**config.mk**
```make
export PLATFORM = sky130hd
export DESIGN_NAME = lfsr_gated_gen
export DESIGN_NICKNAME = d
export VERILOG_FILES = /design/src/rtl/lfsr_gen_pkg.sv /design/src/rtl/lfsr_rst_sync.sv /design/src/rtl/lfsr_ctrl.sv /design/src/rtl/lfsr_feedback.sv /design/src/rtl/lfsr_bit_cell.sv /design/src/rtl/lfsr_activity.sv /design/src/rtl/lfsr_gated_gen.sv
export SDC_FILE = /design/constraint.sdc
export NUM_CORES = 1
export LEC_CHECK = 0
export ABC_CLOCK_PERIOD_IN_PS = 1160
export BUFFER_PORTS_ARGS = -buffer_cell sky130_fd_sc_hd__buf_2
export CAP_MARGIN = 0
export CORE_ASPECT_RATIO = 1.2
export CORE_MARGIN = 5
export CORE_UTILIZATION = 38
export DETAILED_ROUTE_END_ITERATION = 10
export HOLD_SLACK_MARGIN = 0.12
export SLEW_MARGIN = 30
export SYNTH_ARGS = -nofsm -noshare
export SYNTH_HDL_FRONTEND = slang
export SYNTH_SLANG_ARGS = --single-unit
```
**constraint.sdc**
```tcl
create_clock -name clk -period 1.16 [get_ports clk]
set_clock_uncertainty 0.05 [all_clocks]
set_input_delay 0.232 -clock clk [delete_from_list [all_inputs] [get_ports clk]]
set_output_delay 0.232 -clock clk [all_outputs]
set_load 0.01 [all_outputs]
```
**src/rtl/lfsr_gen_pkg.sv**
```systemverilog
package lfsr_gen_pkg;
  localparam int unsigned LFSR_W = 16;
  // Feedback taps as state indices; bit i set means state[i] feeds the XOR
  localparam logic [LFSR_W-1:0] TAP_MASK_DEF = 16'h002D;
  localparam logic [LFSR_W-1:0] RESET_SEED_DEF = 16'hACE1;

  typedef enum logic [1:0] {
    ACT_IDLE  = 2'b00,
    ACT_SHIFT = 2'b01,
    ACT_LOAD  = 2'b10
  } act_e;
endpackage

```
**src/rtl/lfsr_rst_sync.sv**
```systemverilog
module lfsr_rst_sync (
  input  logic clk,
  input  logic rst_n_in,
  output logic rst_n_out
);
  logic meta_q;
  logic sync_q;

  always_ff @(posedge clk or negedge rst_n_in) begin
    if (!rst_n_in) begin
      meta_q <= 1'b0;
      sync_q <= 1'b0;
    end else begin
      meta_q <= 1'b1;
      sync_q <= meta_q;
    end
  end

  assign rst_n_out = sync_q;
endmodule

```
**src/rtl/lfsr_ctrl.sv**
```systemverilog
module lfsr_ctrl
  import lfsr_gen_pkg::*;
#(
  parameter int unsigned WIDTH = LFSR_W
) (
  input  logic             seed_load,
  input  logic [WIDTH-1:0] seed,
  input  logic             run,
  output logic             load_en,
  output logic             shift_en,
  output logic [WIDTH-1:0] load_val
);
  localparam logic [WIDTH-1:0] SAFE_SEED = {{(WIDTH-1){1'b0}}, 1'b1};

  act_e act;

  always_comb begin
    if (seed_load)      act = ACT_LOAD;
    else if (run)       act = ACT_SHIFT;
    else                act = ACT_IDLE;
  end

  always_comb begin
    load_en  = (act == ACT_LOAD);
    shift_en = (act == ACT_SHIFT);
    load_val = (seed == '0) ? SAFE_SEED : seed;
  end
endmodule

```
**src/rtl/lfsr_feedback.sv**
```systemverilog
module lfsr_feedback
  import lfsr_gen_pkg::*;
#(
  parameter int unsigned     WIDTH    = LFSR_W,
  parameter logic [WIDTH-1:0] TAP_MASK = TAP_MASK_DEF
) (
  input  logic [WIDTH-1:0] cur,
  output logic [WIDTH-1:0] nxt
);
  logic fb;

  always_comb begin
    fb  = ^(cur & TAP_MASK);
    nxt = {fb, cur[WIDTH-1:1]};
  end
endmodule

```
**src/rtl/lfsr_bit_cell.sv**
```systemverilog
module lfsr_bit_cell #(
  parameter logic RST_VAL = 1'b0
) (
  input  logic clk,
  input  logic rst_n,
  input  logic load_en,
  input  logic load_bit,
  input  logic shift_en,
  input  logic d,
  output logic q,
  output logic upd
);
  logic wr_en;
  logic q_nxt;

  // Per-bit gate: write only when the step would change this bit
  always_comb begin
    upd   = shift_en & (d ^ q);
    wr_en = load_en | upd;
    q_nxt = load_en ? load_bit : d;
  end

  always_ff @(posedge clk or negedge rst_n) begin
    if (!rst_n) begin
      q <= RST_VAL;
    end else if (wr_en) begin
      q <= q_nxt;
    end
  end
endmodule

```
**src/rtl/lfsr_activity.sv**
```systemverilog
module lfsr_activity #(
  parameter int unsigned WIDTH = 16,
  localparam int unsigned CNT_W = $clog2(WIDTH + 1)
) (
  input  logic             clk,
  input  logic             rst_n,
  input  logic [WIDTH-1:0] upd,
  output logic [CNT_W-1:0] cnt
);
  logic [CNT_W-1:0] cnt_nxt;

  always_comb begin
    cnt_nxt = '0;
    for (int i = 0; i < int'(WIDTH); i++) begin
      cnt_nxt = cnt_nxt + CNT_W'(upd[i]);
    end
  end

  always_ff @(posedge clk or negedge rst_n) begin
    if (!rst_n) begin
      cnt <= '0;
    end else begin
      cnt <= cnt_nxt;
    end
  end
endmodule

```
**src/rtl/lfsr_gated_gen.sv**
```systemverilog
module lfsr_gated_gen
  import lfsr_gen_pkg::*;
#(
  parameter int unsigned      WIDTH      = LFSR_W,
  parameter logic [WIDTH-1:0] TAP_MASK   = TAP_MASK_DEF,
  parameter logic [WIDTH-1:0] RESET_SEED = RESET_SEED_DEF,
  localparam int unsigned     CNT_W      = $clog2(WIDTH + 1)
) (
  input  logic             clk,
  input  logic             rst_n,
  input  logic             seed_load,
  input  logic [WIDTH-1:0] seed,
  input  logic             run,
  output logic             bit_out,
  output logic [WIDTH-1:0] state_out,
  output logic [CNT_W-1:0] upd_count
);
  logic             rst_q;
  logic             load_en;
  logic             shift_en;
  logic [WIDTH-1:0] load_val;
  logic [WIDTH-1:0] state;
  logic [WIDTH-1:0] state_nxt;
  logic [WIDTH-1:0] upd;

  lfsr_rst_sync u_rst_sync (
    .clk       (clk),
    .rst_n_in  (rst_n),
    .rst_n_out (rst_q)
  );

  lfsr_ctrl #(.WIDTH(WIDTH)) u_ctrl (
    .seed_load (seed_load),
    .seed      (seed),
    .run       (run),
    .load_en   (load_en),
    .shift_en  (shift_en),
    .load_val  (load_val)
  );

  lfsr_feedback #(.WIDTH(WIDTH), .TAP_MASK(TAP_MASK)) u_fb (
    .cur (state),
    .nxt (state_nxt)
  );

  for (genvar i = 0; i < int'(WIDTH); i++) begin : g_cell
    lfsr_bit_cell #(.RST_VAL(RESET_SEED[i])) u_cell (
      .clk      (clk),
      .rst_n    (rst_q),
      .load_en  (load_en),
      .load_bit (load_val[i]),
      .shift_en (shift_en),
      .d        (state_nxt[i]),
      .q        (state[i]),
      .upd      (upd[i])
    );
  end

  lfsr_activity #(.WIDTH(WIDTH)) u_act (
    .clk   (clk),
    .rst_n (rst_q),
    .upd   (upd),
    .cnt   (upd_count)
  );

  assign state_out = state;
  assign bit_out   = state[0];

  AST_SHIFT_RIGHT: assert property (@(posedge clk) disable iff (!rst_q)
    (run && !seed_load) |=> state_out[WIDTH-2:0] == $past(state_out[WIDTH-1:1]));
  AST_LOAD_ALL: assert property (@(posedge clk) disable iff (!rst_q)
    (seed_load && seed != '0) |=> state_out == $past(seed));
  AST_ZERO_SEED: assert property (@(posedge clk) disable iff (!rst_q)
    (seed_load && seed == '0) |=> state_out == {{(WIDTH-1){1'b0}}, 1'b1});
  AST_IDLE_HOLD: assert property (@(posedge clk) disable iff (!rst_q)
    (!seed_load && !run) |=> ($stable(state_out) && upd_count == '0));
  AST_COUNT_MATCH: assert property (@(posedge clk) disable iff (!rst_q)
    (run && !seed_load) |=> upd_count == CNT_W'($countones(state_out ^ $past(state_out))));
  AST_LOAD_COUNT: assert property (@(posedge clk) disable iff (!rst_q)
    seed_load |=> upd_count == '0);
  AST_NO_LOCKUP: assert property (@(posedge clk) disable iff (!rst_q)
    state_out != '0);
endmodule

```
Word-level counts from Yosys, hierarchy flattened
Index checks and enable logic that the tools add are counted.

Memories: 0. Bits in read-only memories: 0. Latch bits: 0. Bits in writable memories: 0. Logic and storage cells: 105. Input port bits: 20. Output and inout bits: 22. Register bits: 23.

Mux-type cells: 19. $mul: 0. $lt $le $gt $ge: 0. Add/subtract/negate cells: 15. Shift operators: 0. Bitwise operators: 48. Reductions and logical operators: 2. Divide/modulo/power cells: 0. Equal/unequal tests: 2.

Operators by type and width (number): $add 5x1->5 (14); $mux 1 (17); $and 1x1->1 (16); $logic_not 16->1 (1); $mux 16 (1); $or 1x1->1 (16); $reduce_xor 16->1 (1); $xor 1x1->1 (16); $add 1x1->2 (1); $eq 2x1->1 const B (1); $eq 2x2->1 const B (1); $mux 2 (1).

Longest topological paths before layout
Depth in word-level cells: 19. Gate-level depth with buffers: 17. Mapped depth without buffers: 15.

Hierarchy
Synthesis repeated with hierarchy kept, for this count alone.

Cells, all modules: 187. Area total of the unflattened synthesis: 1769.2 µm².

Modules (own cells, without submodules): lfsr_activity (cells an instance 46, times used 1, area an instance 510.5 µm², seq. area each 125.1 µm²); lfsr_bit_cell at g_cell[0].u_cell ... (cells an instance 6, times used 8, area an instance 60.1 µm², seq. area each 26.3 µm²); lfsr_bit_cell at g_cell[12].u_cell ... (cells an instance 6, times used 8, area an instance 58.8 µm², seq. area each 25.0 µm²); lfsr_feedback (cells an instance 19, times used 1, area an instance 146.4 µm², seq. area each 0.0 µm²); lfsr_ctrl (cells an instance 22, times used 1, area an instance 100.1 µm², seq. area each 0.0 µm²); lfsr_rst_sync (cells an instance 3, times used 1, area an instance 53.8 µm², seq. area each 50.0 µm²); lfsr_gated_gen (cells an instance 1, times used 1, area an instance 7.5 µm², seq. area each 0.0 µm²).

Worst setup path before layout
OpenSTA, ideal clock, no wires.

Kind: in2reg. From: input seed_load. To: register u_act.cnt[4]. Setup time: 0.119 ns. Cell stages on the path: 15. Data arrival time: 4.275 ns. Setup slack: -3.285 ns. Required time: 0.991 ns. Path buffers: 2. Cell sequence: clkbuf_1 -> nand2b_1 -> clkbuf_1 -> nor2_1 -> ha_1 -> inv_1 -> fa_1 -> fa_1 -> fa_1 -> inv_1 -> fa_1 -> fa_1 -> fa_1 -> a21oi_1 -> nor2b_1.

Cells in the longest elaborated chain, start to end: 18. Elaborated cells on any way between the ends: 33. Those cells by class: add/sub: 15; eq/ne: 1; mux: 1; bitwise: 16.

Ends and longest elaborated chain: start: declaration (line lfsr_gated_gen.sv:11) `input logic seed_load,`; $mux 2 (*) (line lfsr_ctrl.sv:18) `if (seed_load) act = ACT_LOAD;`; $eq 2x1->1 (*) (line lfsr_ctrl.sv:25) `shift_en = (act == ACT_SHIFT);`; $and 1x1->1 (line lfsr_bit_cell.sv:18) `upd = shift_en & (d ^ q);`; $add 1x1->2 (line lfsr_activity.sv:15) `cnt_nxt = cnt_nxt + CNT_W'(upd[i]);`; $add 5x1->5 (13 in series) (line lfsr_activity.sv:15); $add 5x1->5 (*) (line lfsr_activity.sv:15); via u_act.cnt_nxt[4] (line lfsr_activity.sv:10) `logic [CNT_W-1:0] cnt_nxt;`; end signal: assignment (line lfsr_activity.sv:23) `cnt <= cnt_nxt;`; end: declaration (line lfsr_activity.sv:8) `output logic [CNT_W-1:0] cnt`.

The timed path passes the listed nets; every way through them passes the cells marked *. A chain may end at the register's enable or synchronous reset.

Worst setup path after layout
From: register g_cell[0].u_cell.q. To: register u_act.cnt[4].

Cells in the longest elaborated chain, start to end: 17. Elaborated cells on any way between the ends: 20. Those cells by class: add/sub: 15; bitwise: 4; reduce/logical: 1.

Ends and longest elaborated chain: start: declaration (line lfsr_bit_cell.sv:10) `output logic q,`; start signal: assignment (line lfsr_bit_cell.sv:27) `q <= q_nxt;`; $xor 1x1->1 (line lfsr_bit_cell.sv:18); $and 1x1->1 (line lfsr_bit_cell.sv:18); $add 1x1->2 (line lfsr_activity.sv:15); $add 5x1->5 (13 in series) (line lfsr_activity.sv:15); $add 5x1->5 (*) (line lfsr_activity.sv:15); via u_act.cnt_nxt[4] (line lfsr_activity.sv:10).

Marked as above.

==> results.py <==
metrics = {
    "route": {
        "drt.antenna.violating_nets": 0,
        "route.detailed.wl_per_inst_um": 12.9,
        "vias": 1293,
        "wirelength_mm": 3.68,
        "drc": 0,
        "drt_iter0_drc": 22,
        "viasPerCell": 4.54,
        "drtPass1Iterations": 2,
    },
    "cts": {
        "clk_pin_slew_ps": 80,
        "cts_root_buffer": "clkbuf_8",
        "cts_tree": "yes",
        "cts.path.max_buffers": 2,
        "clkSinkCount": 23,
        "clk_latency_ps": 270,
        "cts_made_buffers": 3,
        "cts_max_level": 1,
    },
    "floorplan": {
        "rows": 26,
        "fp.dieH_um": 82.5,
        "start_util": 0.390,
        "coreArea_mm2": 0.00426,
        "die-area_mm2": 0.00581,
        "die_w_um": 70.4,
        "ioPinCount": 42,
    },
    "sta": {
        "setup_violations": 24,
        "clock.fmax_ghz": 0.248,
        "maxSlewViolCount": 0,
        "post-route-min-period_ps": 4040,
        "fin_crit_sh": 3.48,
        "fin_ws_ps": -2880,
        "worst_hold_slack_ps": 138,
        "rsz0062_at_grt": "true",
        "hold_violations": 0,
    },
    "logic_synthesis": {
        "seq_area_frac_synth": 0.352,
        "synth_top_area_frac": 0.226,
        "yosys_warnings": 0,
        "netlist_instances": 168,
        "postSynthAreaPerCell_um2": 9.91,
        "synth.largest_area_cell": "dfrtp_1",
        "synth_fp_nets": 203,
        "yosys-top-cells-area": "dfrtp_1, dfstp_2, fa_1",
        "ys_seq_elements": 23,
        "syn-cell-area_mm2": 0.00166,
        "ys_types": 27,
    },
    "run": {
        "maxCapViolations": 0,
    },
    "finish": {
        "n_antenna_cell": 0,
        "area_growth_pct": 42.0,
        "finalNetCount": 265,
        "final_common_cell": "buf_6",
        "final_cell_mix": "buf_6, buf_2, nand2_1, buf_4",
        "drive_above_1_share": 0.441,
    },
    "global_route": {
        "grt_antenna_before_repair": 0,
        "grt_pass1_vias": 1400,
        "grt_max_degree": 22,
        "grtUsageTotal": 0.137,
        "grt_overflow": 0,
        "grt_pass1_wl_mm": 6.27,
    },
    "run_status": {
        "violations": "negative setup slack",
        "outcome": "finished, violations left",
    },
    "worst_hold_path": {
        "min_path_type": "in -> reg",
    },
    "placed_design": {
        "port_buffers": 41,
        "place_hpwl_mm": 2.88,
        "pre_cts_slack_ps": -2920,
        "place.gp.congestion": 0.766,
    },
    "critical_path": {
        "critPathMaxFanout": 2,
        "path_class": "reg -> reg",
        "worstPathRequired_ps": 1270,
        "slowest_stage": "dfstp_2",
        "worstPathCellList": "xnor2_1, nor2_1, ha_1, inv_1, fa_1, fa_1, fa_1, inv_1, fa_1, fa_2, fa_2, a21oi_2, nor2b_1",
        "cp-end-kind": "flop",
        "crit_arrival_ps": 4150,
        "worst_path_most_repeated_cell": "fa_1",
        "cp_slowest_stage_delay_ps": 550,
        "critPathLaunchType": "flop",
    },
    "pwr": {
        "powerDensity_mw_per_mm2": 1260,
        "p_leak_uw": 0.00116,
        "vdd_ir_drop_max_mv": 0.665,
    },
}
==> layer usage <==
metal / up-vias / wire length, µm / track usage
met1: 609 / 1440 / 0.153
met5: - / 0 / 0
met2: 28 / 2010 / 0.267
li1: 649 / - / -
met4: 0 / 65 / 0.0421
met3: 7 / 162 / 0.0206
==> cells in the mapped netlist <==
cell	instances
nor2b_1	3
fa_1	10
mux2i_1	15
xor2_2	1
a31oi_1	1
a21o_1	1
nand2b_1	1
o21ai_0	15
nand4_1	1
inv_1	8
xnor2_1	8
clkbuf_2	1
nor3b_1	1
clkbuf_1	5
dfstp_2	8
a211oi_1	1
nor2_1	7
dfrtp_1	15
conb_1	1
a21oi_1	3
nand2_1	23
buf_4	18
nor4_1	4
ha_1	5
xor2_1	10
buf_2	1
and2_1	1
==> cells by family (layout without fill, tap and decap cells) <==
kind of cell | count (synthesis) | count (layout) | synth area share
AOI/OAI and AO/OA | 21 | 21 | 0.0669
xor gates and xnor gates | 19 | 19 | 0.105
adders and majority gates | 15 | 15 | 0.158
buffers and inverters | 33 | 94 | 0.117
DFF | 23 | 23 | 0.352
muxes | 15 | 15 | 0.0902
other | 1 | 1 | 0.00225
and+or+nand+nor | 41 | 41 | 0.110
==> report_power, final <==
group	total [µW]	switching (µW)	internal, µW
Sequential	1020	75.8	944
Combinational	1440	664	781
Clock	508	262	245
Total	2970	1000	1970
==> sequential cells by signal, indices dropped and copies added (netlist names) <==
name / cells
u_act.cnt: 5
u_rst_sync.meta_q: 1
u_rst_sync.rst_n_out: 1
g_cell.u_cell.q: 16
==> through the flow <==
stage               instances  utilization  area (µm²)  power [µW]  TNS, ps
floorplan                 168            -        1680        1840   -13660
global placement          271        0.474        2020        2180   -13700
detailed placement        271        0.474        2020        2230   -14080
CTS                       280        0.541        2310        2980   -16650
global route              285        0.554        2360        3220   -18000
finish                    285        0.554        2360        2970   -16620
==> what timing repair did <==
item / in CTS / in global routing
hold endpoints to repair: 2 / 0
hold buffers: 1 / 0
buffers inserted: 4 / 12
pin swaps: 6 / 3
setup endpoints to repair: 23 / 25
gates resized for setup: 39 / 10
==> worst max-delay path, delay by kind of cell (launching register included) <==
| kind | cells | cell delay (ps) |
|---|---|---|
| buffers and inverters | 2 | 100 |
| AND/OR/NAND/NOR | 2 | 110 |
| flip-flops | 1 | 550 |
| adder cells (fa/ha/maj) | 7 | 2890 |
| XOR/XNOR | 1 | 120 |
| AO/OA/AOI/OAI | 1 | 120 |
==> path summary, 6_finish.rpt <==
check	from	endpoint	slack [ps]	cells past startpoint
setup / recovery	g_cell[0].u_cell.q	u_act.cnt[4]	-2880	13
hold / removal	seed[0]	g_cell[0].u_cell.q	140	3
setup reg to reg	g_cell[0].u_cell.q	u_act.cnt[4]	-2880	13
hold reg to reg	u_rst_sync.rst_n_out	u_act.cnt[4]	170	1
max in group asynchronous	u_rst_sync.rst_n_out	g_cell[15].u_cell.q	620	1
min in group asynchronous	u_rst_sync.rst_n_out	u_act.cnt[4]	170	1
==> final cells by class <==
class / instances / area [µm²]
Clock buffer: 4 / 45.0
Timing Repair Buffer: 82 / 689
Tap cell: 56 / 70.1
Sequential cell: 23 / 586
Fill cell: 396 / 1900
Multi-Input combinational cell: 112 / 942
Inverter: 8 / 30.0
Power figures use the tool's default switching activity.
